$ cat src/rtl/mixfma_pkg.sv
package mixfma_pkg;
  localparam int WORD_W  = 32;
  localparam int HALF_W  = 16;
  localparam int NUM_OPS = 3;

  localparam int H_EXP  = 5;
  localparam int H_FRAC = 10;
  localparam int S_EXP  = 8;
  localparam int S_FRAC = 23;
  localparam int H_BIAS = (1 << (H_EXP - 1)) - 1;
  localparam int S_BIAS = (1 << (S_EXP - 1)) - 1;

  localparam int FRAC_PAD = S_FRAC - H_FRAC;
  localparam int POS_W    = $clog2(H_FRAC + 1);

  localparam logic [WORD_W-1:0] ONE_SGL = {1'b0, S_EXP'(S_BIAS), {S_FRAC{1'b0}}};

  typedef logic [WORD_W-1:0] word_t;
  typedef logic [HALF_W-1:0] half_t;

  typedef struct packed {
    logic half_fmt;
    logic upper;
    logic mag;
    logic flip;
  } opnd_ctl_t;
endpackage

$ cat src/rtl/half_widen.sv
module half_widen
  import mixfma_pkg::*;
(
  input  half_t h,
  output word_t w
);
  logic              sgn;
  logic [H_EXP-1:0]  hexp;
  logic [H_FRAC-1:0] hfrac;
  logic [POS_W-1:0]  lead;
  logic [POS_W-1:0]  shamt;
  logic [H_FRAC-1:0] nfrac;

  assign {sgn, hexp, hfrac} = h;

  // position of the most significant set fraction bit
  always_comb begin
    lead = '0;
    for (int k = 0; k < H_FRAC; k++) begin
      if (hfrac[k]) lead = POS_W'(k);
    end
  end

  // shifting the leading one out of the field leaves the normalised fraction
  assign shamt = POS_W'(H_FRAC) - lead;
  assign nfrac = hfrac << shamt;

  always_comb begin
    if (hexp == '1) begin
      if (hfrac == '0)
        w = {sgn, {S_EXP{1'b1}}, {S_FRAC{1'b0}}};
      else
        w = {sgn, {S_EXP{1'b1}}, 1'b1, hfrac[H_FRAC-2:0], {FRAC_PAD{1'b0}}};
    end else if (hexp == '0) begin
      if (hfrac == '0)
        w = {sgn, {(WORD_W-1){1'b0}}};
      else
        w = {sgn, S_EXP'(lead) + S_EXP'(S_BIAS - H_BIAS - H_FRAC + 1),
             nfrac, {FRAC_PAD{1'b0}}};
    end else begin
      w = {sgn, S_EXP'(hexp) + S_EXP'(S_BIAS - H_BIAS), hfrac, {FRAC_PAD{1'b0}}};
    end
  end
endmodule

$ cat src/rtl/opnd_prep.sv
module opnd_prep
  import mixfma_pkg::*;
(
  input  word_t     raw,
  input  opnd_ctl_t ctl,
  output word_t     prep
);
  half_t pick;
  word_t wide;
  word_t base;

  assign pick = ctl.upper ? raw[WORD_W-1 -: HALF_W] : raw[HALF_W-1:0];

  half_widen u_widen (
    .h (pick),
    .w (wide)
  );

  assign base = ctl.half_fmt ? wide : raw;

  // magnitude first, then sign flip
  always_comb begin
    prep = base;
    if (ctl.mag)  prep[WORD_W-1] = 1'b0;
    if (ctl.flip) prep[WORD_W-1] = ~prep[WORD_W-1];
  end
endmodule

$ cat src/rtl/unit_clamp.sv
module unit_clamp
  import mixfma_pkg::*;
(
  input  logic  clk,
  input  logic  rst_n,
  input  logic  vld_i,
  input  word_t din,
  input  logic  en,
  output logic  vld_o,
  output word_t dout
);
  logic  is_nan;
  logic  at_or_above_one;
  word_t sat;

  assign is_nan          = (din[WORD_W-2 -: S_EXP] == '1) && (din[S_FRAC-1:0] != '0);
  assign at_or_above_one = din[WORD_W-2:0] >= ONE_SGL[WORD_W-2:0];

  always_comb begin
    if (!en)                        sat = din;
    else if (is_nan || din[WORD_W-1]) sat = '0;
    else if (at_or_above_one)       sat = ONE_SGL;
    else                            sat = din;
  end

  always_ff @(posedge clk or negedge rst_n) begin
    if (!rst_n) begin
      vld_o <= 1'b0;
      dout  <= '0;
    end else begin
      vld_o <= vld_i;
      if (vld_i) dout <= sat;
    end
  end


  clamp_range_chk: assert property (@(posedge clk) disable iff (!rst_n)
    vld_i && en |=> !dout[WORD_W-1] && dout <= ONE_SGL);


  clamp_bypass_chk: assert property (@(posedge clk) disable iff (!rst_n)
    vld_i && !en |=> dout == $past(din));


  clamp_hold_chk: assert property (@(posedge clk) disable iff (!rst_n)
    !vld_i |=> !vld_o && $stable(dout));
endmodule

$ cat src/rtl/mixfma_front.sv
module mixfma_front
  import mixfma_pkg::*;
(
  input  logic        clk,
  input  logic        rst_n,
  input  logic        in_valid,
  input  logic [31:0] opa_in,
  input  logic [31:0] opb_in,
  input  logic [31:0] opc_in,
  input  logic [2:0]  fmt_half,
  input  logic [2:0]  sel_upper,
  input  logic [2:0]  abs_en,
  input  logic [2:0]  neg_en,
  output logic        out_valid,
  output logic [31:0] opa_out,
  output logic [31:0] opb_out,
  output logic [31:0] opc_out,
  input  logic        res_valid,
  input  logic [31:0] res_data,
  input  logic        clamp_en,
  output logic        cl_valid,
  output logic [31:0] cl_data
);
  logic [NUM_OPS-1:0][WORD_W-1:0] raw;
  logic [NUM_OPS-1:0][WORD_W-1:0] prep;
  logic [NUM_OPS-1:0][WORD_W-1:0] op_q;
  logic                           vld_q;

  assign raw = {opc_in, opb_in, opa_in};

  for (genvar g = 0; g < NUM_OPS; g++) begin : g_op
    opnd_ctl_t ctl;
    assign ctl = '{half_fmt: fmt_half[g], upper: sel_upper[g],
                   mag: abs_en[g], flip: neg_en[g]};

    opnd_prep u_prep (
      .raw  (raw[g]),
      .ctl  (ctl),
      .prep (prep[g])
    );


    single_pass_chk: assert property (@(posedge clk) disable iff (!rst_n)
      in_valid && !fmt_half[g] && !abs_en[g] && !neg_en[g] |=> op_q[g] == $past(raw[g]));


    half_sign_chk: assert property (@(posedge clk) disable iff (!rst_n)
      in_valid && fmt_half[g] && !abs_en[g] && !neg_en[g]
      |=> op_q[g][WORD_W-1] == $past(sel_upper[g] ? raw[g][WORD_W-1] : raw[g][HALF_W-1]));


    mod_sign_chk: assert property (@(posedge clk) disable iff (!rst_n)
      in_valid && abs_en[g] |=> op_q[g][WORD_W-1] == $past(neg_en[g]));
  end

  always_ff @(posedge clk or negedge rst_n) begin
    if (!rst_n) begin
      vld_q <= 1'b0;
      op_q  <= '0;
    end else begin
      vld_q <= in_valid;
      if (in_valid) op_q <= prep;
    end
  end

  assign out_valid = vld_q;
  assign opa_out   = op_q[0];
  assign opb_out   = op_q[1];
  assign opc_out   = op_q[2];


  ops_hold_chk: assert property (@(posedge clk) disable iff (!rst_n)
    !in_valid |=> !out_valid && $stable(op_q));


  ops_valid_chk: assert property (@(posedge clk) disable iff (!rst_n)
    in_valid |=> out_valid);

  unit_clamp u_clamp (
    .clk   (clk),
    .rst_n (rst_n),
    .vld_i (res_valid),
    .din   (res_data),
    .en    (clamp_en),
    .vld_o (cl_valid),
    .dout  (cl_data)
  );
endmodule

$ cat config.mk
export PLATFORM = sky130hd
export DESIGN_NAME = mixfma_front
export DESIGN_NICKNAME = d
export VERILOG_FILES = /design/src/rtl/mixfma_pkg.sv /design/src/rtl/half_widen.sv /design/src/rtl/opnd_prep.sv /design/src/rtl/unit_clamp.sv /design/src/rtl/mixfma_front.sv
export SDC_FILE = /design/constraint.sdc
export NUM_CORES = 1
export LEC_CHECK = 0
export ABC_AREA = 0
export ABC_CLOCK_PERIOD_IN_PS = 1800
export BUFFER_PORTS_ARGS = -buffer_cell sky130_fd_sc_hd__buf_2
export CAP_MARGIN = 20
export CORE_ASPECT_RATIO = 1.25
export CORE_MARGIN = 2
export CORE_UTILIZATION = 57
export DETAILED_ROUTE_END_ITERATION = 10
export PLACE_DENSITY = 0.95
export SLEW_MARGIN = 20
export SYNTH_ARGS = -nofsm -noshare
export SYNTH_HDL_FRONTEND = slang
export SYNTH_SLANG_ARGS = --single-unit
$ cat constraint.sdc
create_clock -name clk -period 1.8 [get_ports clk]
set_input_delay 0.18 -clock clk [delete_from_list [all_inputs] [get_ports clk]]
set_output_delay 0.18 -clock clk [all_outputs]
set_load 0.005 [all_outputs]
==> run metrics, run 1 <==
Initial Util 57.6%; post-synthesis average cell area 9.16 um2; Compound-Gate Fraction of Synth Area 27.4%; syn_nets 1121; DIE WIDTH 116 um; Post-synth top flop dfrtp_1; placed instance count 1621; gpl congestion 1.10; area share of the largest cell type after synthesis 36.6%; Post-DP Area 12500 um2; largest net degree at the start of global routing 57; CTS buffer count 17; Synth Area in Adders 0.844%; Max Root-Sink Buffers 2; HPWL Detailed 27100 um; tool error [ERROR GRT-0116] Global routing finished with congestion. Check the congestion regions in the DRC Viewer.; Simple-Gate Fraction of Synth Area 17.5%; Exit stage 5_1_grt; Synth cell types 87; Post-synth EDFFs 0; Yosys top cell by area dfrtp_1; Yosys reg bits 130; first-pass GRT wire length 86900 um; largest family of logic cells by synthesized area compound AO/OA/AOI/OAI gates; I/O Buffers 274; mapped cell area 8890 um2; Synth area leaders dfrtp_1 (37%), mux2i_1 (6.3%), o21ai_0 (4.0%), nor2_1 (3.5%), a21oi_1 (3.0%); synth warn 0; total congestion overflow 3; outcome stopped before the end; I/O pin count 275; async set-reset flop share out of synthesis 100%; H-tree Lvls 4; Rows 51; Tot GR Track Use 71.9%; die height 144 um; mux cell area share after synthesis 10.7%; root buffer cell clkbuf_16; synthesized instance count 970; Sink Count 130; vias in the first global route 13800; sequential fraction of the synthesis area 36.6%; Synth Area in XOR/XNOR 1.17%
-- repair_timing --
item | 4_1_cts
endpoints found under the hold margin | 54
gates cloned | 2
endpoints found under the setup margin | 50
buffers inserted | 28
gates resized for setup | 141
pin swaps | 56
hold buffers | 16
-- metal layers --
metal	global-route usage, %	GRT overflow
met2	89.0	1
met4	66.5	1
met5	23.8	0
met3	59.0	1
met1	71.7	0
-- synthesized netlist by cell type (all sizes together) (16+ instances only) --
master / number
buf: 21
o21ai: 74
o211ai: 32
clkbuf: 46
nand2: 42
mux2i: 62
nand2b: 18
a31o: 26
a22o: 25
dfrtp: 130
a21oi: 55
mux2: 17
nor2b: 37
nor2: 84
nand3b: 16
nor3: 22
inv: 48
-- stage by stage --
stage | worst slack (ps) | TNS [ps]
floorplan | -754 | -15350
global placement | -650 | -28060
detailed placement | -865 | -40050
CTS | -347 | -2760
-- cells by family after synthesis --
| group | Yosys count |
|---|---|
| simple gates | 292 |
| fa+ha+maj | 6 |
| compound gates | 333 |
| mux | 83 |
| flops | 130 |
| buf+inv | 115 |
| xor+xnor | 11 |
==> run 2: changes to the inputs <==
Settings changed: CORE_ASPECT_RATIO 1.25 to default, CORE_UTILIZATION 57 to 40, PLACE_DENSITY 0.95 to default, PLACE_DENSITY_LB_ADDON from default to 0.15.
==> run 2 against run 1 <==
  * The flow now finishes, with violations (setup timing)
  * Synthesized area did not move
  * Synthesized cell count did not move
==> run metrics, run 2 <==
outcome complete, but fails checks; failing checks setup timing; worst r2r src opc_out[15]; largest net degree at the start of global routing 82; most common cell after layout, fill and taps aside buf_4; P_leak 6.90 nW; maxcap violations 0; Pwr Density 713 nW/um2; Sink Count 130 (unchanged); Nets 1680; Post-synth EDFFs 0 (unchanged); area share of the largest cell type after synthesis 36.6% (unchanged); Worst Skew 0 ps; CTS tree yes; Synth cell types 87 (unchanged); WHS Endpoint opc_out[15]; synth warn 0 (unchanged); 1st-pass router iterations 5; critical path startpoint category input pin; RSZ-0062 raised after global routing yes; ANT nets after route 0; Yosys top cell by area dfrtp_1; Post-synth top flop dfrtp_1; final period utilization 112%; die height 153 um (+6.6%); crit-path cells buf_12 -> buf_12 -> mux2_4 -> o221ai_4 -> a21oi_4 -> buf_6 -> ha_4 -> mux4_2 -> a211oi_2 -> a211oi_2; hold wc startpoint opc_in[15]; crit path kind in -> reg; top cells by count, synth dfrtp_1 (130), nor2_1 (83), o21ai_0 (71); sequential fraction of the synthesis area 36.6% (unchanged); R2R cell count 2; vias in the first global route 10100; total wire length 34700 um; Hold Path Class in -> reg; mapped cell area 8890 um2 (unchanged); Yosys reg bits 130 (unchanged); DRC violations left 0; most frequent cells in the layout buf_4 (275), buf_2 (262), dfrtp_1 (130); Core Region 21800 um2; Synth area leaders dfrtp_1 (37%), mux2i_1 (6.3%), o21ai_0 (4.0%), nor2_1 (3.5%), a21oi_1 (3.0%); Rows 54 (+5.9%); Final Hold Viols 0; root buffer cell clkbuf_16; final hold slack 22.3 ps; Reg clk slew, reported paths 70 ps; Slew Limit Fails 0; I/O Buffers 274 (unchanged); H-tree Lvls 4 (unchanged); Max Root-Sink Buffers 2 (unchanged); Critical Path RT 2090 ps; CP Depth 10; die area 23400 um2; first-pass GRT wire length 53500 um; synthesized instance count 970 (unchanged); reg-to-reg endpoint opc_out[15]; Setup WS post-layout -216 ps; max frequency 496 MHz; share of cells above drive strength 1 53.6%; Initial Util 40.7% (-17 points); post-synthesis average cell area 9.16 um2 (unchanged); final setup vio count 19; gpl congestion 0.934 (-15%); syn_nets 1121 (unchanged); Vias 10100; area grow syn2layout 66.6%; Final Core Density 67.9%; Clock Latency Late Sink 430 ps; Worst Path Buf+Inv 3; async set-reset flop share out of synthesis 100% (unchanged); crit path capture type flip-flop; arrival time at the worst endpoint 2310 ps; Tightest Pin Transition 491 ps; CP delay by family, top multiplexers; wire length per cell 19.1 um; Peak VDD IR 0.488 mV; I/O pin count 275 (unchanged); Via density 5.53; number of diodes 0; total congestion overflow 0; HPWL Detailed 25500 um (-6.1%); cell with the most instances after synthesis dfrtp_1; Max Fanout on Critical Path 6; hold path depth 2; Period minus WS final 2020 ps; DR iter-0 viols 525; CTS buffer count 17 (unchanged); R2R Setup Slk 950 ps; DIE WIDTH 153 um (+32%); Max stage delay on crit path 520 ps; Slew HR 67.2%; Worst path slowest cell mux4_2; initial antenna violation count 0; Tot GR Track Use 28.4%
==> run 2: cell counts after synthesis <==
No cell type changed its count.
==> run 2: cell families (layout without fill, tap and decap cells) <==
kind of cell             after synthesis  count (layout)  share of synthesized area, %
buffers and inverters                115             687                          5.84
AND/OR/NAND/NOR                      292             292                          17.5
XOR/XNOR                              11              11                          1.17
AO/OA/AOI/OAI                        333             333                          27.4
flip-flops                           130             130                          36.6
adder cells (fa/ha/maj)                6               6                         0.844
multiplexers                          83              83                          10.7
==> run 2: layout make-up <==
| class | count | area [um2] |
|---|---|---|
| timing repair buffer | 607 | 4330 |
| clock inverter | 15 | 159 |
| clock buffer | 17 | 425 |
| fill | 1754 | 7010 |
| multi-input combinational | 725 | 6100 |
| sequential | 130 | 3250 |
| tap | 280 | 350 |
| inverter | 48 | 198 |
==> run 2: stage by stage <==
| stage | worst slack, ps | area, um2 | power [mW] | TNS (ps) | instances |
|---|---|---|---|---|---|
| 2_1_floorplan | -754 | 9470 | 5.02 | -15350 | 970 |
| 3_3_place_gp | -661 | 12900 | 6.54 | -31500 | 1726 |
| 3_5_place_dp | -707 | 12900 | 6.56 | -31730 | 1726 |
| 4_1_cts | -207 | 14100 | 10.3 | -1590 | 1804 |
| 5_1_grt | -277 | 14800 | 11.0 | -3810 | 1822 |
| 6_report | -216 | 14800 | 10.6 | -1910 | 1822 |
==> run 2: timing repair <==
action	4_1_cts	5_1_grt
pin swaps	29	56
gates resized for setup	57	125
setup endpoints to repair	44	75
buffers inserted	25	18
gates cloned	2	1
hold buffers	19	0
hold endpoints to repair	148	0
==> run 2: worst reg2reg max path: stages (launching register included) <==
cell and delay (ps):
dfrtp_1 370, or2_2 270, o311a_1 100
==> run 2: routing by layer <==
| metal | global-route usage (%) | wire, um |
|---|---|---|
| met1 | 36.9 | 14500 |
| met2 | 47.4 | 16800 |
| met3 | 5.47 | 2290 |
| met4 | 10.0 | 1130 |
| met5 | 0 | 0 |
==> run 2: worst max-delay path by stage <==
stage / slack [ps] / from / end
floorplan: -750 / sel_upper[1] / opb_out[21]
global placement: -660 / sel_upper[0] / opa_out[19]
detailed placement: -710 / sel_upper[0] / opa_out[19]
CTS: -210 / sel_upper[0] / opa_out[21]
global route: -280 / sel_upper[0] / opa_out[19]
finish: -220 / sel_upper[0] / opa_out[19]
==> run 2: power breakdown <==
part | internal, mW | switching (mW)
logic | 1.90 | 1.81
clock network | 1.86 | 1.62
registers | 3.21 | 0.162
Note: power is estimated with default switching activity, not from simulation.
==> run 3: changes to the inputs <==
Settings changed: REMOVE_ABC_BUFFERS from default to 1.
==> run 3 against run 2 <==
  * Flip-flop and latch count stayed put
  * Register-to-register slack worse by 20 ps
  * First-iteration DRC count is 19% higher
  * Critical endpoint is now opc_out[21]
  * Via count is 0.54% lower
  * Global-route usage is 0.62 points lower
  * Final cell count is 0.49% lower
  * Largest power group unchanged
  * Final area is 1.7% lower
  * The flow still finishes with violations (setup timing)
==> run metrics, run 3 (synthesis results as in run 2) <==
Slew Limit Fails 0 (unchanged); DRT met1 WL 14900 um (+2.8%); DRC violations left 0 (unchanged); maxcap violations 0 (unchanged); most common cell after layout, fill and taps aside buf_4; Max Fanout on Critical Path 3 (-3); CTS tree yes; H-tree Lvls 4 (unchanged); ANT nets after route 0 (unchanged); 1st-pass router iterations 6 (+1); root buffer cell clkbuf_16; Worst path slowest cell mux4_2; Met3 Wirelength 1860 um (-19%); setup TNS -2440 ps (-534 ps); Period minus WS final 2060 ps (+47.5 ps); placed instance count 1712 (-0.81%); CTS buffer count 17 (unchanged); crit-path cells buf_8 -> nor2b_4 -> nor3b_2 -> a22oi_2 -> a21oi_4 -> inv_2 -> ha_4 -> buf_12 -> xnor2_4 -> mux4_2 -> a211oi_2 -> nor2_1; share of cells above drive strength 1 52.9% (-0.73 points); first-pass GRT wire length 52700 um (-1.4%); met2 wire length 16400 um (-2.7%); Initial Util 40.7% (unchanged); Hold Path Class in -> reg; RSZ-0062 raised after global routing yes; vias in the first global route 9842 (-2.4%); Nets 1671 (-0.54%); final period utilization 115% (+2.6 points); gpl congestion 0.915 (-2.0%); Max stage delay on crit path 540 ps (+20 ps); Tot Pwr 10.7 mW (+1.4%); wire length per cell 18.7 um (-1.7%); final setup vio count 26 (+7); Reg clk slew, reported paths 70 ps (about the same); Pwr Density 735 nW/um2 (+3.1%); post-route insts no fill 1813 (-0.49%); Critical Path RT 2100 ps (about the same); Via density 5.53 (about the same); critical path startpoint category input pin; initial antenna violation count 0 (unchanged); die area 23400 um2 (unchanged); area grow syn2layout 63.9%; outcome complete, but fails checks; Final Hold Viols 0 (unchanged); crit path capture type flip-flop; top sig layer met4; Peak VDD IR 0.573 mV (+17%); DR iter-0 viols 627 (+19%); Tightest Pin Transition 583 ps (+91.7 ps); failing checks setup timing; Max Root-Sink Buffers 2 (unchanged); arrival time at the worst endpoint 2370 ps (+60 ps); Slew HR 61.1% (-6.1 points); Rows 54 (unchanged); Worst Skew 0 ps (unchanged); total congestion overflow 0 (unchanged); HPWL Detailed 24300 um (-4.6%); P_leak 6.83 nW (-0.93%); Setup WS post-layout -263 ps (-47.5 ps); crit path kind in -> reg; Tot GR Track Use 27.8% (-0.62 points); die height 153 um (unchanged); total wire length 34000 um (-2.2%); Clock Latency Late Sink 430 ps (about the same); DIE WIDTH 153 um (unchanged); number of diodes 0 (unchanged); Vias 10000 (-0.54%); dpl ws -963 ps (-256 ps); Sink Count 130 (unchanged); most frequent cells in the layout buf_4 (265), buf_2 (259), dfrtp_1 (130); max frequency 485 MHz (-2.3%); largest net degree at the start of global routing 77 (-6.1%); Core Region 21800 um2 (unchanged); I/O pin count 275 (unchanged); I/O Buffers 274 (unchanged)
-- run 3: changes by cell type in the layout (fill, tap and decap cells not counted), sizes merged --
| cell | change |
|---|---|
| inv | -4 |
| clkbuf | +1 |
| buf | -10 |
| clkinv | +6 |
| clkinvlp | -2 |
-- run 3: final timing paths --
check	startpoint	to	slack (ps)	cells past startpoint
setup reg to reg	opc_out[15]	opc_out[15]	930	2
min in group asynchronous	rst_n	opa_out[8]	230	2
hold / removal	res_data[31]	u_clamp.dout[31]	10	3
max in group asynchronous	rst_n	opb_out[0]	880	3
setup / recovery	opc_in[21]	opc_out[21]	-260	12
hold reg to reg	opc_out[6]	opc_out[6]	480	2
-- run 3: area by class of cell --
cell class | count | area (um2)
flip-flops and latches | 130 | 3250
clock buffers | 17 | 425
fillers | 1817 | 7250
well taps | 280 | 350
repair buffers | 598 | 4200
inverters | 48 | 190
multi-input cells | 725 | 5950
clock inverters | 15 | 206
-- run 3: timing repair --
action	in CTS	in global routing
hold buffers	19	0
resized for setup	123	131
pin swaps	55	67
gates cloned	1	2
setup endpoints to repair	46	45
buffers inserted	30	24
endpoints found under the hold margin	58	0
-- run 3: worst max-delay path, delay by kind of cell --
family	cells	cell delay, ps
multiplexers	1	540
AND/OR/NAND/NOR	3	370
buffers and inverters	3	280
XOR/XNOR	1	180
adder cells (fa/ha/maj)	1	170
AO/OA/AOI/OAI	3	640
-- run 3: routing by layer --
layer / track usage, % / vias to the layer above
met5: 0 / -
met3: 5.44 / 68
met2: 46.0 / 381
met4: 8.55 / 0
li1: - / 4756
met1: 36.9 / 4821
-- run 3: stage by stage --
step	area, um2	hold WS, ps	utilization (%)
after CTS	13800	1.13	63.4
after detailed placement	12300	141	56.2
after global placement	12300	140	56.2
final	14600	12.5	66.8
after floorplan	8550	-116	-
after global routing	14600	11.0	66.8
-- run 3: power breakdown --
part	total, mW	switching (mW)	internal (mW)	leakage (nW)
clock network	3.63	1.73	1.91	0.303
registers	3.38	0.170	3.21	1.60
logic	3.69	1.79	1.90	4.93
total	10.7	3.69	7.01	6.83
